[config.mk]
export PLATFORM = sky130hd
export DESIGN_NAME = ep_hs_ctl
export DESIGN_NICKNAME = d
export VERILOG_FILES = /design/src/rtl/ep_hs_pkg.sv /design/src/rtl/ep_ctl_bits.sv /design/src/rtl/ep_hs_select.sv /design/src/rtl/ep_hs_ctl.sv
export SDC_FILE = /design/constraint.sdc
export NUM_CORES = 1
export LEC_CHECK = 0
export BUFFER_PORTS_ARGS = -buffer_cell sky130_fd_sc_hd__buf_4
export CORE_AREA = 2 2 39 41
export CTS_BUF_LIST = sky130_fd_sc_hd__clkbuf_4 sky130_fd_sc_hd__clkbuf_8
export CTS_CLUSTER_DIAMETER = 40
export DETAILED_ROUTE_END_ITERATION = 6
export DIE_AREA = 0 0 41 43
export SKIP_CTS_REPAIR_TIMING = 1
export SLEW_MARGIN = 20
export SYNTH_ARGS = -nofsm -noshare
export SYNTH_HDL_FRONTEND = slang
export SYNTH_HIERARCHICAL = 1
export SYNTH_SLANG_ARGS = --single-unit
[constraint.sdc]
create_clock -name clk -period 1.1 [get_ports clk]
set_clock_uncertainty 0.15 [all_clocks]
set_input_delay 0.22 -clock clk [delete_from_list [all_inputs] [get_ports clk]]
set_output_delay 0.22 -clock clk [all_outputs]
set_load 0.02 [all_outputs]
[src/rtl/ep_hs_pkg.sv]
package ep_hs_pkg;
  typedef enum logic [1:0] {
    HS_NONE  = 2'd0,
    HS_ACK   = 2'd1,
    HS_NAK   = 2'd2,
    HS_STALL = 2'd3
  } hs_e;
endpackage

[src/rtl/ep_ctl_bits.sv]
module ep_ctl_bits #(
  parameter int DW        = 8,
  parameter int EN_BIT    = 0,
  parameter int STALL_BIT = 1,
  parameter int ARM_BIT   = 2
) (
  input  logic          clk,
  input  logic          rst,
  input  logic          wr_fire,
  input  logic [DW-1:0] wdata,
  input  logic          bus_reset,
  input  logic          clr_halt,
  input  logic          eng_stall_req,
  input  logic          pkt_done,
  output logic          en_q,
  output logic          stall_q,
  output logic          arm_q
);
  logic en_n, stall_n, arm_n;
  logic stall_set, stall_clr, arm_set;

  always_comb begin
    stall_set = (wr_fire & wdata[STALL_BIT]) | eng_stall_req;
    stall_clr = bus_reset | clr_halt;
    arm_set   = wr_fire & wdata[ARM_BIT];
    en_n      = wr_fire ? wdata[EN_BIT] : en_q;
    // clearing events take precedence over any set in the same cycle
    if (stall_clr)      stall_n = 1'b0;
    else if (stall_set) stall_n = 1'b1;
    else                stall_n = stall_q;
    if (pkt_done)       arm_n = 1'b0;
    else if (arm_set)   arm_n = 1'b1;
    else                arm_n = arm_q;
  end

  always_ff @(posedge clk) begin
    if (rst) begin
      en_q    <= 1'b0;
      stall_q <= 1'b0;
      arm_q   <= 1'b0;
    end else begin
      en_q    <= en_n;
      stall_q <= stall_n;
      arm_q   <= arm_n;
    end
  end
endmodule

[src/rtl/ep_hs_select.sv]
module ep_hs_select
  import ep_hs_pkg::*;
(
  input  logic tok_valid,
  input  logic tok_in,
  input  logic en,
  input  logic stall,
  input  logic arm,
  output hs_e  hs
);
  always_comb begin
    if (!tok_valid || !en) hs = HS_NONE;
    else if (stall)        hs = HS_STALL;
    else if (tok_in)       hs = arm ? HS_ACK : HS_NAK;
    else                   hs = arm ? HS_NAK : HS_ACK;
  end
endmodule

[src/rtl/ep_hs_ctl.sv]
module ep_hs_ctl
  import ep_hs_pkg::*;
#(
  parameter int DW        = 8,
  parameter int EN_BIT    = 0,
  parameter int STALL_BIT = 1,
  parameter int ARM_BIT   = 2
) (
  input  logic          clk,
  input  logic          rst,
  input  logic          reg_sel,
  input  logic          reg_wr,
  input  logic [DW-1:0] reg_wdata,
  output logic [DW-1:0] reg_rdata,
  input  logic          bus_reset,
  input  logic          clr_halt,
  input  logic          eng_stall_req,
  input  logic          pkt_done,
  input  logic          tok_valid,
  input  logic          tok_in,
  output logic [1:0]    hs_code
);
  localparam int HSW = $bits(hs_e);

  logic en_q, stall_q, arm_q;
  hs_e  hs_c;
  logic [HSW-1:0] hs_q;

  ep_ctl_bits #(
    .DW(DW), .EN_BIT(EN_BIT), .STALL_BIT(STALL_BIT), .ARM_BIT(ARM_BIT)
  ) u_bits (
    .clk           (clk),
    .rst           (rst),
    .wr_fire       (reg_sel & reg_wr),
    .wdata         (reg_wdata),
    .bus_reset     (bus_reset),
    .clr_halt      (clr_halt),
    .eng_stall_req (eng_stall_req),
    .pkt_done      (pkt_done),
    .en_q          (en_q),
    .stall_q       (stall_q),
    .arm_q         (arm_q)
  );

  ep_hs_select u_sel (
    .tok_valid (tok_valid),
    .tok_in    (tok_in),
    .en        (en_q),
    .stall     (stall_q),
    .arm       (arm_q),
    .hs        (hs_c)
  );

  always_ff @(posedge clk) begin
    if (rst) hs_q <= HSW'(HS_NONE);
    else     hs_q <= HSW'(hs_c);
  end
  assign hs_code = hs_q;

  for (genvar i = 0; i < DW; i++) begin : g_rd
    if (i == EN_BIT)         begin : g_en  assign reg_rdata[i] = en_q;    end
    else if (i == STALL_BIT) begin : g_st  assign reg_rdata[i] = stall_q; end
    else if (i == ARM_BIT)   begin : g_arm assign reg_rdata[i] = arm_q;   end
    else                     begin : g_z   assign reg_rdata[i] = 1'b0;    end
  end
endmodule

# After elaboration in Yosys (flattened, before gate mapping)
# Index checks and enable logic that the tools add are counted.
# Widths: inputs -> output; s select.
[totals] wordCells=19 out_inout_bits=10 inputBits=18 reg_bits=5
[classes] n_reduce_logical=6 bitwise=5 n_mux=4
[op_table] cell="$mux 2" count=4
[op_table] cell="$reduce_or 2->1" count=3
[op_table] cell="$and 1x1->1" count=3
[op_table] cell="$logic_not 1->1" count=2
[op_table] cell="$or 1x1->1" count=2
[op_table] cell="$logic_or 1x1->1" count=1

# Logic depth before layout (Yosys ltp)
[depth] word_depth=3 mapped_depth=3 depth_no_buf=3

# Hierarchy
# The synthesis kept the hierarchy.
[modules_own_cells] mod="ep_hs_ctl" seq_area_each_um2=40.0 area_per_inst_um2=122.6 cells_per_inst=14 instances=1
[modules_own_cells] mod="ep_ctl_bits" seq_area_each_um2=60.1 area_per_inst_um2=103.8 cells_per_inst=9 instances=1
[modules_own_cells] mod="ep_hs_select" seq_area_each_um2=0.0 area_per_inst_um2=31.3 cells_per_inst=5 instances=1

# Worst setup path after synthesis
# OpenSTA, ideal clock, no wires.
[synth_timing] kind="reg-to-reg" from="register u_bits.arm_q" to="register hs_q[1], in the netlist hs_code[1]" path_slack_ns=0.121 path_buffers=0 t_required_ns=0.836 t_arrival_ns=0.715 path_stages_with_launch=4 period_less_slack_ns=0.979 setup_ns=0.114 path_cell_list="dfxtp_1 -> xor2_1 -> o21ba_1 -> nor2b_1"
[synth_via] elab_chain_cells=3 word_cells_on_any_way=4 cone_classes="4 x mux"
[synth_rtl] element="from (decl)" line_no="ep_ctl_bits.sv:17" rtl="output logic arm_q"
[synth_rtl] element="from (signal assigned)" line_no="ep_ctl_bits.sv:44" rtl="arm_q <= arm_n;"
[synth_rtl] element="$mux 2, on equally long branches" line_no="ep_hs_select.sv:15, ep_hs_select.sv:14"
[synth_rtl] element="$mux 2 (*)" line_no="ep_hs_select.sv:14" rtl="else if (tok_in) hs = arm ? HS_ACK : HS_NAK;"
[synth_rtl] element="$mux 2 (*)" line_no="ep_hs_select.sv:13" rtl="else if (stall) hs = HS_STALL;"
[synth_rtl] element="to (signal assigned)" line_no="ep_hs_ctl.sv:55" rtl="if (rst) hs_q <= HSW'(HS_NONE);"
[synth_rtl] element="to (signal assigned)" line_no="ep_hs_ctl.sv:56" rtl="else hs_q <= HSW'(hs_c);"
[synth_rtl] element="to (decl)" line_no="ep_hs_ctl.sv:27" rtl="logic [HSW-1:0] hs_q;"
# Every way passes the cells marked *; elsewhere a longest branch is shown, timed or not.
# A chain may end at the register's enable or synchronous reset.

# Final worst setup path
[layout_timing] from="register u_bits.arm_q" to="output port reg_rdata[2]"
[layout_lines] element="to (decl)" line_no="ep_hs_ctl.sv:14" rtl="output logic [DW-1:0] reg_rdata,"
# No word-level cell between the ends.

==> run_results.csv <==
group,metric,value,unit
yosys,synth_cell_type_count,15,
placed_design,finalWeightedCongestion,0.647,
finish,nNetsFinal,66,
route,top_layer,"met4",
yosys,synth-seq-cells,5,
sta,report.final.hold_viol_count,1,
setup_path,crit_type,"reg2out",
clock_tree,htree_levels,1,
setup_path,required,0.73,ns
setup_path,max_stage_delay,0.35,ns
run_status,outcome,"finished with violations",
clock_tree,clockRootBuffer,"clkbuf_4",
power,p_leak,0.210,nW
setup_path,crit_path_end,"reg_rdata[2]",
power,ir_drop,0.545,mV
route,num_vias,228,
floorplanning,die_area,0.00176,mm^2
finish,drive_above_1_share,55.3,%
route,drc,0,
finish,antenna_cells,0,
clock_tree,clk_path_buf_depth,2,
floorplanning,ioPinCount,28,
route,wl_per_cell,8.29,um
yosys,ys.flop_type,"dfxtp_1",
yosys,syn_inst,28,
power,total_power,521,uW
route,first_iter_violations,4,
floorplanning,rows,14,
route,ant_nets,0,
clock_tree,numCtsBuffers,3,
setup_path,critical-path-top-delay-family,"flip-flops",
sta,max_freq,923,MHz
clock_tree,cts_tree,"built",
sta,timing.final.crit_share,98.5,%
sta,setup_tns,0,ns
yosys,synth_edf_count,0,
setup_path,critPathCaptureType,"output pin",
sta,setup_slack,0.0164,ns
yosys,synth-async-reset-ratio,0,%
yosys,yosysSeqAreaShare,38.8,%
grt,grt_pass1_wl,910,um
route,met2_length,218,um
setup_path,critical_path_arrival,0.71,ns
route,dr.pass1.iters,2,
setup_path,cp.buffers_inverters,1,
yosys,yosysTopAreaCell,"dfxtp_1",
clock_tree,clk_pin_slew,0.04,ns
run_status,violations,"hold timing",
setup_path,slowest_stage,"dfxtp_2",
finish,area_delta_synth_final,64.1,%
floorplanning,core_area,0.00138,mm^2
setup_path,critPathLaunch,"u_bits/arm_q",
floorplanning,initial_core_util,18.6,%
sta,holdWs,-0.0237,ns
yosys,synth_area_leaders,"dfxtp_1 (39%), buf_4 (23%), nor2b_1 (4.9%)",
sta,period_needed,1.08,ns
sta,rsz0062_at_grt,"true",
finish,nFillCells,151,
grt,antenna_found_initial,0,
clock_tree,cts.sinks,5,
yosys,synthDominantCellAreaShare,38.8,%
grt,grt_usage,8.53,%
setup_path,r2r_slack,0.08,ns
sta,setup_viol,0,
sta,drv_slew,0,
route,vias_per_cell,3.62,
setup_path,crit_path_cell_trace,"buf_6",
grt,grt_pass1_vias,220,
yosys,netlist_top_cells_count,"buf_4 (8), dfxtp_1 (5), a21oi_1 (2), nor2b_1 (2)",
route,wl_met3,90,um
grt,grt_max_degree,6,
floorplanning,fp.dieH,43,um
grt,overflow,0,
floorplanning,die_x,41,um
yosys,synth.avg_cell_area,9.21,um^2
setup_path,reg2reg_depth,3,
route,met1_length,189,um
placed_design,place_inst,57,
power,p_per_area,1230,mW/mm^2
setup_path,critPathMaxFanout,3,
route,drt-total-wl,522,um
min_path,min_path_type,"in2reg",
setup_path,r2r_end,"hs_code[1]",
placed_design,numPortBuffers,17,
finish,stdcell_area,423,um^2
setup_path,start_kind,"flop",
placed_design,placed_cell_area,360,um^2
yosys,ys_warn_count,6,
clock_tree,clkLatencyLatePin,0.25,ns
placed_design,dp_slack,-0.00201,ns
run,cap_violations,0,
yosys,syn_area,258,um^2
setup_path,rr_startpoint,"u_bits/arm_q",
setup_path,cp.depth,1,
finish,fin_cells,63,
yosys,synth.most_common_cell,"buf_4",
==> placed cells by master (no fill, tap or decap) <==
| cell type | synthesis | layout |
|---|---|---|
| buf_6 | 0 | 3 |
| and2_1 | 1 | 1 |
| nor4_2 | 1 | 1 |
| xor2_1 | 1 | 1 |
| inv_1 | 1 | 1 |
| dfxtp_1 | 5 | 2 |
| o21ba_1 | 1 | 1 |
| buf_4 | 8 | 15 |
| dfxtp_2 | 0 | 3 |
| nor2b_1 | 2 | 2 |
| mux2i_1 | 1 | 1 |
| a211oi_1 | 1 | 1 |
| conb_1 | 1 | 5 |
| dlygate4sd3_1 | 0 | 1 |
| nor2_1 | 1 | 1 |
| clkbuf_4 | 0 | 4 |
| a21oi_1 | 2 | 2 |
| nor3_1 | 1 | 1 |
| nand2_1 | 1 | 1 |
==> cell families after synthesis <==
| family | Yosys count | synth area share, % |
|---|---|---|
| AOI/OAI and AO/OA | 4 | 10.7 |
| xor gates and xnor gates | 1 | 3.40 |
| buffers and inverters | 9 | 24.8 |
| and+or+nand+nor | 7 | 17.0 |
| other | 1 | 1.45 |
| DFF | 5 | 38.8 |
| muxes | 1 | 3.88 |
==> sequential cells by signal, indices dropped and copies added (netlist names) <==
name and flops:
hs_code 2, u_bits/en_q 1, u_bits/stall_q 1, u_bits/arm_q 1
==> per-layer routing <==
layer	GRT usage, %	up-vias
li1	-	115
met1	8.65	91
met2	9.38	17
met3	8.38	5
met4	8.00	0
met5	0	-
==> power by group <==
| group | switching (mW) | total, mW | internal (mW) | leakage (nW) |
|---|---|---|---|---|
| Combinational | 0.0397 | 0.0865 | 0.0468 | 0.150 |
| Clock | 0.0807 | 0.243 | 0.162 | 0.0184 |
| Sequential | 0.00402 | 0.192 | 0.187 | 0.0419 |
==> metrics by stage <==
stage	hold WS, ns	utilization (%)
2_1_floorplan	0.140	-
3_3_place_gp	0.235	26.0
3_5_place_dp	0.237	26.0
4_1_cts	-0.0312	28.2
5_1_grt	-0.0269	30.6
6_report	-0.0237	30.6
==> final cells by class <==
class	instances	area, um^2	share of cell area [%]
Timing Repair Buffer	19	156	37.0
Multi-Input combinational cell	18	109	25.7
Tap cell	16	20.0	4.73
Sequential cell	5	104	24.6
Clock buffer	4	30.0	7.10
Inverter	1	3.75	0.888
==> how the worst min path moves through the flow <==
stage                        start             end  cells after the start
final                     clr_halt  u_bits/stall_q                      2
after floorplan           clr_halt  u_bits/stall_q                      1
after global placement    clr_halt  u_bits/stall_q                      2
after global routing      clr_halt  u_bits/stall_q                      2
after CTS                 pkt_done    u_bits/arm_q                      2
after detailed placement  pkt_done    u_bits/arm_q                      2
No activity file was read; power rests on OpenSTA's default activity.
